### config.mk
export PLATFORM = sky130hd
export DESIGN_NAME = spawn_dispatch
export DESIGN_NICKNAME = d
export VERILOG_FILES = /design/src/rtl/sj_pkg.sv /design/src/rtl/sj_rank.sv /design/src/rtl/sj_id_alloc.sv /design/src/rtl/sj_join_track.sv /design/src/rtl/spawn_dispatch.sv
export SDC_FILE = /design/constraint.sdc
export NUM_CORES = 1
export LEC_CHECK = 0
export ABC_AREA = 1
export BUFFER_PORTS_ARGS = -buffer_cell sky130_fd_sc_hd__buf_2
export CORE_MARGIN = 4
export CORE_UTILIZATION = 54
export CTS_CLUSTER_SIZE = 10
export DETAILED_ROUTE_END_ITERATION = 12
export PLACE_DENSITY = 0.78
export SLEW_MARGIN = 20
export SYNTH_ARGS = -nofsm -noshare
export SYNTH_HDL_FRONTEND = slang
export SYNTH_HIERARCHICAL = 1
export SYNTH_SLANG_ARGS = --single-unit
export TNS_END_PERCENT = 5
### constraint.sdc
create_clock -name clk -period 6.1 [get_ports clk]
set_input_delay 1.22 -clock clk [delete_from_list [all_inputs] [get_ports clk]]
set_output_delay 1.22 -clock clk [all_outputs]
set_load 0.005 [all_outputs]
### src/rtl/sj_pkg.sv
// Shared types for the spawn-join dispatcher.
// Assumes nothing beyond a two-valued mode.
package sj_pkg;
    typedef enum logic {
        MODE_SERIAL   = 1'b0,
        MODE_PARALLEL = 1'b1
    } sj_mode_e;
endpackage

### src/rtl/sj_rank.sv
// Prefix counter: for every set bit of the eligibility vector, gives how many
// lower-index bits are set, plus the total. Purely combinational.
// Assumes RW can hold NUM_TCU.
module sj_rank #(
    parameter int NUM_TCU = 8,
    parameter int RW      = $clog2(NUM_TCU + 1)
) (
    input  logic [NUM_TCU-1:0]         elig,
    output logic [NUM_TCU-1:0][RW-1:0] rank,
    output logic [RW-1:0]              total
);
    // Running count in index order sets the priority.
    always_comb begin
        logic [RW-1:0] acc;
        acc = '0;
        for (int i = 0; i < NUM_TCU; i++) begin
            rank[i] = acc;
            acc     = acc + RW'(elig[i]);
        end
        total = acc;
    end
endmodule

### src/rtl/sj_id_alloc.sv
// Fetch-and-increment allocator: served requesters get base+rank in ascending
// index order; a slot beyond the high bound is flagged as no work.
// Assumes CNT_W is wide enough for base + NUM_TCU without wrap.
module sj_id_alloc #(
    parameter int NUM_TCU = 8,
    parameter int ID_W    = 16,
    parameter int RW      = $clog2(NUM_TCU + 1),
    parameter int CNT_W   = ID_W + RW + 1
) (
    input  logic [CNT_W-1:0]             base,
    input  logic [ID_W-1:0]              hi,
    input  logic [NUM_TCU-1:0]           elig,
    output logic [NUM_TCU-1:0][ID_W-1:0] slot_id,
    output logic [NUM_TCU-1:0]           slot_work,
    output logic [CNT_W-1:0]             next_base
);
    logic [NUM_TCU-1:0][RW-1:0] rank;
    logic [RW-1:0]              total;

    sj_rank #(.NUM_TCU(NUM_TCU), .RW(RW)) u_rank (
        .elig  (elig),
        .rank  (rank),
        .total (total)
    );

    // Counter advance by the number served this cycle.
    assign next_base = base + CNT_W'(total);

    for (genvar i = 0; i < NUM_TCU; i++) begin : g_slot
        logic [CNT_W-1:0] slot;
        // Slot for TCU i and its range test.
        assign slot         = base + CNT_W'(rank[i]);
        assign slot_id[i]   = slot[ID_W-1:0];
        assign slot_work[i] = (slot <= CNT_W'(hi));
    end
endmodule

### src/rtl/sj_join_track.sv
// Remembers which TCUs have reached join during the current spawn.
// Assumes clear and set never target one TCU in the same cycle.
module sj_join_track #(
    parameter int NUM_TCU = 8
) (
    input  logic               clk,
    input  logic               rst_n,
    input  logic               clear,
    input  logic [NUM_TCU-1:0] set,
    output logic [NUM_TCU-1:0] joined,
    output logic               all_joined
);
    // Join flags: cleared on a new spawn, set on a no-work grant.
    always_ff @(posedge clk) begin
        if (!rst_n || clear) joined <= '0;
        else                 joined <= joined | set;
    end

    assign all_joined = &joined;


    no_rejoin_chk: assert property (@(posedge clk) disable iff (!rst_n)
        (set & joined) == '0);
endmodule

### src/rtl/spawn_dispatch.sv
// Spawn-join dispatcher top. Serial mode waits for a spawn; parallel mode
// serves TCU requests from a shared counter until every TCU has joined.
// Assumes a TCU keeps its request high until it sees its grant.
module spawn_dispatch
    import sj_pkg::*;
#(
    parameter int NUM_TCU = 8,
    parameter int ID_W    = 16
) (
    input  logic                      clk,
    input  logic                      rst_n,
    input  logic                      spawn_req,
    input  logic [ID_W-1:0]           spawn_lo,
    input  logic [ID_W-1:0]           spawn_hi,
    output logic                      spawn_busy,
    output logic                      spawn_done,
    input  logic [NUM_TCU-1:0]        tcu_req,
    output logic [NUM_TCU-1:0]        tcu_grant,
    output logic [NUM_TCU-1:0]        tcu_work,
    output logic [NUM_TCU*ID_W-1:0]   tcu_id
);
    localparam int RW    = $clog2(NUM_TCU + 1);
    localparam int CNT_W = ID_W + RW + 1;

    sj_mode_e                    mode_q;
    logic [CNT_W-1:0]            cnt_q;
    logic [ID_W-1:0]             hi_q;
    logic [NUM_TCU-1:0]          grant_q;
    logic [NUM_TCU-1:0]          work_q;
    logic [NUM_TCU-1:0][ID_W-1:0] id_q;
    logic                        done_q;

    logic [NUM_TCU-1:0]          joined;
    logic                        all_joined;
    logic [NUM_TCU-1:0]          elig;
    logic [NUM_TCU-1:0][ID_W-1:0] slot_id;
    logic [NUM_TCU-1:0]          slot_work;
    logic [CNT_W-1:0]            next_base;
    logic                        accept;
    logic                        in_par;

    assign in_par = (mode_q == MODE_PARALLEL);
    // A spawn with a non-empty range starts parallel mode.
    assign accept = !in_par && spawn_req && (spawn_lo <= spawn_hi);
    // Requesters served now: not joined, not showing a grant this cycle.
    assign elig   = in_par ? (tcu_req & ~grant_q & ~joined) : '0;

    sj_id_alloc #(.NUM_TCU(NUM_TCU), .ID_W(ID_W), .RW(RW), .CNT_W(CNT_W)) u_alloc (
        .base      (cnt_q),
        .hi        (hi_q),
        .elig      (elig),
        .slot_id   (slot_id),
        .slot_work (slot_work),
        .next_base (next_base)
    );

    sj_join_track #(.NUM_TCU(NUM_TCU)) u_join (
        .clk        (clk),
        .rst_n      (rst_n),
        .clear      (accept),
        .set        (elig & ~slot_work),
        .joined     (joined),
        .all_joined (all_joined)
    );

    // Mode, counter, done pulse and registered grants.
    always_ff @(posedge clk) begin
        if (!rst_n) begin
            mode_q  <= MODE_SERIAL;
            cnt_q   <= '0;
            hi_q    <= '0;
            grant_q <= '0;
            work_q  <= '0;
            done_q  <= 1'b0;
        end else begin
            done_q  <= 1'b0;
            grant_q <= '0;
            work_q  <= '0;
            if (!in_par) begin
                if (accept) begin
                    mode_q <= MODE_PARALLEL;
                    cnt_q  <= CNT_W'(spawn_lo);
                    hi_q   <= spawn_hi;
                end else if (spawn_req) begin
                    done_q <= 1'b1;
                end
            end else if (all_joined) begin
                mode_q <= MODE_SERIAL;
                done_q <= 1'b1;
            end else begin
                grant_q <= elig;
                work_q  <= elig & slot_work;
                cnt_q   <= next_base;
            end
        end
    end

    // Per-TCU ID holding registers, loaded when served.
    always_ff @(posedge clk) begin
        if (!rst_n) begin
            id_q <= '0;
        end else begin
            for (int i = 0; i < NUM_TCU; i++)
                if (elig[i]) id_q[i] <= slot_id[i];
        end
    end

    for (genvar i = 0; i < NUM_TCU; i++) begin : g_out
        assign tcu_id[i*ID_W +: ID_W] = id_q[i];


        grant_has_req_chk: assert property (@(posedge clk) disable iff (!rst_n)
            tcu_grant[i] |-> $past(tcu_req[i]));

        no_back_to_back_chk: assert property (@(posedge clk) disable iff (!rst_n)
            tcu_grant[i] |=> !tcu_grant[i]);

        work_in_range_chk: assert property (@(posedge clk) disable iff (!rst_n)
            (tcu_grant[i] && tcu_work[i]) |-> (tcu_id[i*ID_W +: ID_W] <= hi_q));
    end

    assign spawn_busy = in_par;
    assign spawn_done = done_q;
    assign tcu_grant  = grant_q;
    assign tcu_work   = work_q;


    done_single_chk: assert property (@(posedge clk) disable iff (!rst_n)
        spawn_done |=> !spawn_done);

    leave_with_done_chk: assert property (@(posedge clk) disable iff (!rst_n)
        $fell(spawn_busy) |-> spawn_done);

    serial_no_grant_chk: assert property (@(posedge clk) disable iff (!rst_n)
        !spawn_busy |-> (tcu_grant == '0));

    hold_bound_chk: assert property (@(posedge clk) disable iff (!rst_n)
        (spawn_busy && $past(spawn_busy)) |-> $stable(hi_q));
endmodule

==> impl_metrics.json, run 1 <==
{
  "status": "completed",
  "ys_ff_latch": 191,
  "clk_path_buf_depth": 2,
  "place_ws_ps": -122,
  "synth_cell_types": 44,
  "antenna_left": 0,
  "crit_type": "in2reg",
  "start_util_pct": 54.7,
  "r2r-start": "spawn_busy$_SDFF_PN0_",
  "num_rows": 62,
  "max-cap-violations": 0,
  "power.density_nw_per_um2": 248,
  "final_layout_size_suffix_gt1_share_pct": 14.2,
  "async_reset_ff_share_pct": 0,
  "critPathArrivalTime_ps": 6010,
  "syn_avg_cell_area_um2": 6.67,
  "grt_pass1_vias": 15090,
  "fin_cells": 2941,
  "cp-start-kind": "input pin",
  "grt_max_degree": 98,
  "wirelength_met1_um": 23600,
  "hold_viol": 0,
  "netlist_area_um2": 15800,
  "cpPeakStageDelay_ps": 640,
  "power.share.clock_pct": 25.7,
  "finClkSkew_ps": 14.8,
  "placed_area_um2": 17100,
  "antenna_found_initial": 0,
  "overflow": 0,
  "yosysWarnings": 6,
  "r2r_end": "u_join/joined[7]$_SDFF_PP0_",
  "setup-violations-final": 0,
  "wirelength_um": 58100,
  "rsz0062_at_grt": "false",
  "period_share_pct": 93.2,
  "track_usage_pct": 35.4,
  "drt_iter0_drc": 1793,
  "rr_worst_depth": 35,
  "drc": 0,
  "synth_top_area_cell": "dfxtp_1",
  "hold_end": "hi_q[12]$_SDFFE_PN0P_",
  "critical_path_required_ps": 6420,
  "path_max_fanout": 4,
  "seqCellArea_um2": 3820,
  "hold_buffers": 0,
  "relSlewSlack_pct": 25.2,
  "path_common_cell": "nand2_1",
  "clock-sinks": 191,
  "utilization_pct": 61.6,
  "fin_ws_ps": 417,
  "tritoncts": "yes",
  "die_w_um": 179,
  "worstHoldStart": "hi_q[12]$_SDFFE_PN0P_",
  "grt_pass1_wl_um": 85600,
  "wl_per_cell_um": 19.7,
  "fin_nets": 2787,
  "gp_congestion": 1.04,
  "n_fill_cell": 2724,
  "io_pins": 189,
  "clk_latency_ps": 450,
  "ys_seq_area_share_pct": 24.3,
  "top_layer": "met4",
  "areaGrowthSynthToFinish_pct": 12.6,
  "combPwrFrac_pct": 40.9,
  "hold_depth": 2,
  "r2r_setup_slack_ps": 480,
  "power.internal_mw": 2.60,
  "hp-class": "reg2reg",
  "ir_worst_vdd_mv": 0.193,
  "netSwitchingFraction_pct": 40.9,
  "setup_tns_ps": 0,
  "fin_area_um2": 17700,
  "port_buffers": 188,
  "clk_pin_slew_ps": 70,
  "dieArea_um2": 32000,
  "crit_path_end_kind": "flop",
  "final_max_slew_viol_count": 0,
  "pwr-share-seq_pct": 33.3,
  "met3_length_um": 6150,
  "cts_root_buf": "clkbuf_16",
  "worst_pin_slew_ps": 1120,
  "multi_input_area_um2": 10600,
  "switchingPower_mw": 1.80,
  "numCtsBuffers": 17,
  "first_pass_iters": 6,
  "critPathSlowestCell": "fa_1",
  "hpwlAfterDp_um": 40900,
  "core_area_um2": 28800,
  "power.total_mw": 4.40,
  "dp_cells": 2908,
  "p_leak_nw": 9.92,
  "htree_num_levels": 4,
  "min_period_ps": 5680,
  "wl_met2_um": 24400,
  "final_common_cell": "nand2_1",
  "whs_ps": 485,
  "synthTopCellsByArea": "dfxtp_1, ha_1, nand2_1",
  "synth_ff_type": "dfxtp_1",
  "vias": 16566,
  "synth-edff-count": 0,
  "synth_top_area_share_pct": 24.3,
  "die_height_um": 179,
  "routed_via_density": 5.63,
  "final_cell_mix": "nand2_1, nor2_1, inv_1, dfxtp_1, ha_1",
  "max_freq_mhz": 176,
  "synthCells": 2362
}
==> cells in the mapped netlist (5+ instances only) <==
cell      instances
xor2_1          132
nor2_2            6
buf_4            23
buf_2            24
a21oi_2           6
nand2_2          21
buf_6            12
o21ai_1           5
nand2_1         519
nand2_4           7
and3_1            8
nand3_1         130
fa_1             10
inv_1           207
a21boi_0          7
ha_1            191
o21ai_0         148
nor3_1            8
nor2_4            7
nor2_1          461
xnor2_1           7
nand4_1          28
inv_2            14
clkbuf_1         36
dfxtp_1         191
clkinv_1         13
nand3b_1         21
a21oi_1          86
==> final cells by class <==
type	instances	area share, %
sequential	191	21.6
inverter	235	4.99
clock buffer	22	2.73
antenna	1	0.0141
multi-input combinational	1848	59.5
clock inverter	10	0.571
tap	384	2.71
timing repair buffer	250	7.94
==> sequential cells by signal, summed over array words and instances, names as in the netlist <==
signal	count
hi_q	16
tcu_work	8
u_join/joined	8
tcu_id	128
cnt_q	21
spawn_done	1
tcu_grant	8
spawn_busy	1
==> what timing repair did <==
action,4_1_cts,5_1_grt
gates resized for setup,0,8
setup endpoints to repair,0,2
buffers inserted,0,0
endpoints found under the hold margin,0,0
==> power groups by stage <==
stage | sequential, mW | combinational, mW | clock, mW
after floorplan | 1.43 | 1.21 | 0
after global placement | 1.49 | 1.67 | 0
after detailed placement | 1.49 | 1.72 | 0
after CTS | 1.46 | 1.74 | 1.15
after global routing | 1.47 | 2.00 | 1.20
final | 1.47 | 1.80 | 1.13
==> worst max-delay path by stage <==
stage                                  endpoint  cells past startpoint       start
finish              u_join/joined[7]$_SDFF_PP0_                     36  tcu_req[1]
global route        u_join/joined[7]$_SDFF_PP0_                     38  tcu_req[1]
CTS                 u_join/joined[7]$_SDFF_PP0_                     36  tcu_req[0]
detailed placement  u_join/joined[7]$_SDFF_PP0_                     36  tcu_req[0]
global placement    u_join/joined[7]$_SDFF_PP0_                     36  tcu_req[0]
floorplan           u_join/joined[7]$_SDFF_PP0_                     36  tcu_req[0]
==> worst max-delay path, delay by kind of cell <==
kind / cells / cell delay, ps
XOR/XNOR: 1 / 210
adder cells (fa/ha/maj): 8 / 2520
AND/OR/NAND/NOR: 18 / 1300
buffers and inverters: 7 / 580
AO/OA/AOI/OAI: 2 / 180
==> cells by family after synthesis <==
family	Yosys count	share of synthesized area, %
simple gates	1233	33.4
buf+inv	332	9.24
compound gates	265	8.91
fa+ha+maj	201	16.4
flops	191	24.3
xor+xnor	139	7.73
other cells	1	0.0238
==> layer usage <==
layer,GRT usage [%],vias up
met4,19.8,0
met5,0,-
li1,-,7894
met2,54.0,910
met3,8.03,225
met1,46.0,7537
(Power assumes the default switching activity.)
==> run 2: changes to the inputs <==
clock period = 4.84 ns   (was 6.1 ns; I/O delays follow)
==> impl_metrics.json, run 2 (synthesis results as in run 1) <==
{
  "status": "complete, but fails checks",
  "violations": "negative setup slack",
  "final_max_slew_viol_count": 0,
  "worst_pin_slew_ps": 1090,
  "p_leak_nw": 10.8,
  "clk_latency_ps": 450,
  "r2r-start": "spawn_busy$_SDFF_PN0_",
  "vias": 17191,
  "top_register": "tcu_id",
  "grt_max_degree": 102,
  "period_share_pct": 106,
  "cts_root_buf": "clkbuf_16",
  "n_fill_cell": 2539,
  "hp-class": "reg2reg",
  "clk_path_buf_depth": 2,
  "io_pins": 189,
  "final_layout_size_suffix_gt1_share_pct": 22.8,
  "startpoint": "tcu_req[1]",
  "max-cap-violations": 0,
  "max_freq_mhz": 196,
  "die_w_um": 179,
  "final_cell_mix": "nand2_1, nor2_1, buf_4, inv_1, dfxtp_1",
  "hpwlAfterDp_um": 42400,
  "critical_path_required_ps": 5180,
  "cp.depth": 31,
  "num_antenna_cells": 0,
  "clock-sinks": 191,
  "final_common_cell": "nand2_1",
  "r2r_setup_slack_ps": -150,
  "setup_tns_ps": -944,
  "dieArea_um2": 32000,
  "gp_congestion": 1.03,
  "seqCellArea_um2": 3820,
  "grt_pass1_vias": 16109,
  "antenna_found_initial": 0,
  "rr_worst_depth": 31,
  "routed_via_density": 5.57,
  "die_height_um": 179,
  "tritoncts": "yes",
  "start_util_pct": 54.7,
  "fin_nets": 2935,
  "cp-start-kind": "input pin",
  "htree_num_levels": 4,
  "reg.largest.list": "tcu_id x128, cnt_q x21, hi_q x16",
  "hold_buffers": 0,
  "clk_pin_slew_ps": 80,
  "min_period_ps": 5110,
  "drc": 0,
  "relSlewSlack_pct": 27.4,
  "core_area_um2": 28800,
  "drt_iter0_drc": 1773,
  "track_usage_pct": 37.2,
  "critPathSlowestCell": "fa_2",
  "multi_input_area_um2": 11100,
  "worst-path-buf-inv": 5,
  "hold_viol": 0,
  "areaGrowthSynthToFinish_pct": 23.2,
  "crit_path_end_kind": "flop",
  "path_max_fanout": 4,
  "numCtsBuffers": 17,
  "r2r_end": "u_join/joined[6]$_SDFF_PP0_",
  "crit_family": "adder cells",
  "finClkSkew_ps": 17.8,
  "power.density_nw_per_um2": 304,
  "num_rows": 62,
  "cp-endpoint": "u_join/joined[6]$_SDFF_PP0_",
  "first_pass_iters": 8,
  "port_buffers": 188,
  "overflow": 0,
  "crit_type": "in2reg",
  "wl_per_cell_um": 19.8,
  "whs_ps": 489,
  "wirelength_um": 61100,
  "antenna_left": 0,
  "rsz0062_at_grt": "true",
  "cpPeakStageDelay_ps": 670,
  "largest_reg_flops": 128,
  "grt_pass1_wl_um": 90000,
  "critPathArrivalTime_ps": 5440,
  "fin_ws_ps": -267,
  "ir_worst_vdd_mv": 0.236,
  "setup-violations-final": 7
}
## run 2: changes by cell type in the layout (fill, tap and decap cells not counted), sizes merged
cell	delta
clkbuf	-3
inv	+4
buf	+148
diode	-1
clkinv	-1
## run 2: worst min path at each step
stage | start | to | slack (ps) | depth (start not counted)
5_1_grt | hi_q[1]$_SDFFE_PN0P_ | hi_q[1]$_SDFFE_PN0P_ | 510 | 2
3_5_place_dp | hi_q[3]$_SDFFE_PN0P_ | hi_q[3]$_SDFFE_PN0P_ | 470 | 2
2_1_floorplan | cnt_q[20]$_SDFFE_PN0P_ | cnt_q[20]$_SDFFE_PN0P_ | 450 | 2
4_1_cts | hi_q[3]$_SDFFE_PN0P_ | hi_q[3]$_SDFFE_PN0P_ | 490 | 2
6_report | hi_q[3]$_SDFFE_PN0P_ | hi_q[3]$_SDFFE_PN0P_ | 490 | 2
3_3_place_gp | hi_q[13]$_SDFFE_PN0P_ | hi_q[13]$_SDFFE_PN0P_ | 460 | 2
## run 2: report_power, final
group	leakage [nW]	switching (mW)	internal [mW]
Sequential	1.56	0.139	1.69
Combinational	8.91	1.57	1.00
Clock	0.296	0.726	0.761
## run 2: what timing repair did
action,4_1_cts,5_1_grt
endpoints found under the hold margin,0,0
resized for setup,64,55
pin swaps,45,30
setup buffers,19,7
endpoints found under the setup margin,13,17
## run 2: layout make-up
cell class	instances	area share, %
Multi-Input combinational cell	1848	57.0
Sequential cell	191	19.7
Timing Repair Buffer	398	13.1
Inverter	235	4.57
Tap cell	384	2.48
Clock buffer	19	2.33
Clock inverter	13	0.741
## run 2: stage by stage
step	worst slack (ps)	utilization, %	instance area, um2	power (mW)	std cells
floorplan	-476	-	16000	3.36	2371
global placement	-861	63.1	18200	4.16	3030
detailed placement	-907	63.1	18200	4.22	3030
CTS	-116	66.6	19200	5.77	3081
global route	-467	67.4	19400	6.24	3088
finish	-267	67.4	19400	5.90	3088
## run 2: per-layer routing
metal | wire length, um | up-vias | track usage, %
met5 | 0 | - | 0
met1 | 24300 | 7786 | 46.1
met2 | 25400 | 943 | 56.7
li1 | - | 8194 | -
met3 | 6670 | 268 | 10.5
met4 | 4720 | 0 | 23.2
## run 2: worst min-delay path: stages (launching register included)
cell and delay, ps:
dfxtp_1 330, nor2_1 50, nor2_1 80
==> run 3: changes to the inputs <==
SKIP_LAST_GASP = 1   (was default)
==> impl_metrics.json, run 3 (synthesis results as in run 1) <==
{
  "placed_area_um2": 18200,
  "fin_cells": 3087,
  "clk_pin_slew_ps": 90,
  "crit_type": "in2reg",
  "worst_pin_slew_ps": 1080,
  "cts_root_buf": "clkbuf_16",
  "final_cell_mix": "nand2_1, nor2_1, buf_4, inv_1, dfxtp_1",
  "start_util_pct": 54.7,
  "violations": "negative setup slack",
  "reg.largest.list": "tcu_id x128, cnt_q x21, hi_q x16",
  "setup_tns_ps": -1560,
  "routed_via_density": 5.58,
  "top_register": "tcu_id",
  "max_freq_mhz": 194,
  "io_pins": 189,
  "wl_met2_um": 25500,
  "clk_latency_ps": 450,
  "setup-violations-final": 11,
  "numCtsBuffers": 17,
  "wirelength_um": 61000,
  "grt_max_degree": 102,
  "drt_iter0_drc": 1763,
  "fin_ws_ps": -327,
  "tritoncts": "yes",
  "finClkSkew_ps": 18.5,
  "antenna_found_initial": 0,
  "antenna_left": 0,
  "cpPeakStageDelay_ps": 670,
  "whs_ps": 485,
  "final_common_cell": "nand2_1",
  "final_layout_size_suffix_gt1_share_pct": 22.2,
  "num_antenna_cells": 0,
  "hp-class": "reg2reg",
  "drc": 0,
  "n_fill_cell": 2547,
  "critPathSlowestCell": "fa_2",
  "max-cap-violations": 0,
  "cp-start-kind": "input pin",
  "path_max_fanout": 4,
  "hpwlAfterDp_um": 42400,
  "power.total_mw": 5.88,
  "hold_viol": 0,
  "hold_buffers": 0,
  "grt_pass1_vias": 16100,
  "utilization_pct": 67.2,
  "met3_length_um": 6730,
  "gp_congestion": 1.03,
  "clock-sinks": 191,
  "relSlewSlack_pct": 27.8,
  "status": "complete, but fails checks",
  "ir_worst_vdd_mv": 0.235,
  "num_rows": 62,
  "die_w_um": 179,
  "first_pass_iters": 6,
  "fin_area_um2": 19300,
  "rsz0062_at_grt": "true",
  "min_period_ps": 5170,
  "track_usage_pct": 37.2,
  "port_buffers": 188,
  "dp_cells": 3030,
  "top_layer": "met4",
  "wirelength_met1_um": 24100,
  "grt_pass1_wl_um": 90100,
  "clk_path_buf_depth": 2,
  "crit_path_end_kind": "flop",
  "die_height_um": 179,
  "areaGrowthSynthToFinish_pct": 22.7,
  "place_ws_ps": -907,
  "final_max_slew_viol_count": 0,
  "critical_path_required_ps": 5180,
  "path_common_cell": "nor2_1",
  "vias": 17228,
  "largest_reg_flops": 128,
  "critPathArrivalTime_ps": 5510,
  "fin_nets": 2934,
  "p_leak_nw": 10.7,
  "htree_num_levels": 4,
  "period_share_pct": 107,
  "core_area_um2": 28800,
  "seqCellArea_um2": 3820,
  "power.density_nw_per_um2": 304,
  "overflow": 0,
  "dieArea_um2": 32000,
  "wl_per_cell_um": 19.8,
  "multi_input_area_um2": 11000
}
## run 3: changes by cell type in the layout (fill, tap and decap cells not counted), moves of 2 or more
cell,delta
nor2_1,+6
nor2_2,-6
nand2_2,-2
a21boi_0,+3
a21boi_1,-3
nand2_1,+3
nor3_1,+2
## run 3: what timing repair did
item | CTS | global route
cloned | 0 | 0
pin swaps | 44 | 29
buffers inserted | 19 | 6
setup endpoints to repair | 13 | 20
endpoints found under the hold margin | 0 | 0
gates resized for setup | 58 | 40
## run 3: final timing paths
path | from | end | slack (ps) | cells after the start
worst max-delay path | tcu_req[0] | u_join/joined[6]$_SDFF_PP0_ | -330 | 29
worst min-delay path | hi_q[3]$_SDFFE_PN0P_ | hi_q[3]$_SDFFE_PN0P_ | 480 | 2
worst max register to register | spawn_busy$_SDFF_PN0_ | u_join/joined[6]$_SDFF_PP0_ | -200 | 29
worst min register to register | hi_q[3]$_SDFFE_PN0P_ | hi_q[3]$_SDFFE_PN0P_ | 480 | 2
## run 3: layout make-up
cell class | count | share of cell area [%]
Tap cell | 384 | 2.49
Timing Repair Buffer | 397 | 13.1
Clock buffer | 19 | 2.34
Clock inverter | 13 | 0.744
Multi-Input combinational cell | 1848 | 56.9
Inverter | 235 | 4.59
Sequential cell | 191 | 19.8
## run 3: worst max-delay path, delay by kind of cell
family | cells | cell delay (ps)
XOR/XNOR | 1 | 270
adder cells (fa/ha/maj) | 6 | 1870
buffers and inverters | 3 | 310
AO/OA/AOI/OAI | 5 | 780
AND/OR/NAND/NOR | 14 | 1290
## run 3: power by group
| group | internal, mW | switching [mW] | leakage (nW) |
|---|---|---|---|
| registers | 1.69 | 0.138 | 1.56 |
| logic | 0.995 | 1.57 | 8.88 |
| clock network | 0.761 | 0.728 | 0.296 |
## run 3: metal layers
metal,GRT usage (%),vias up
met5,0,-
met4,22.9,0
met3,10.4,279
met2,56.9,982
met1,46.2,7772
li1,-,8195
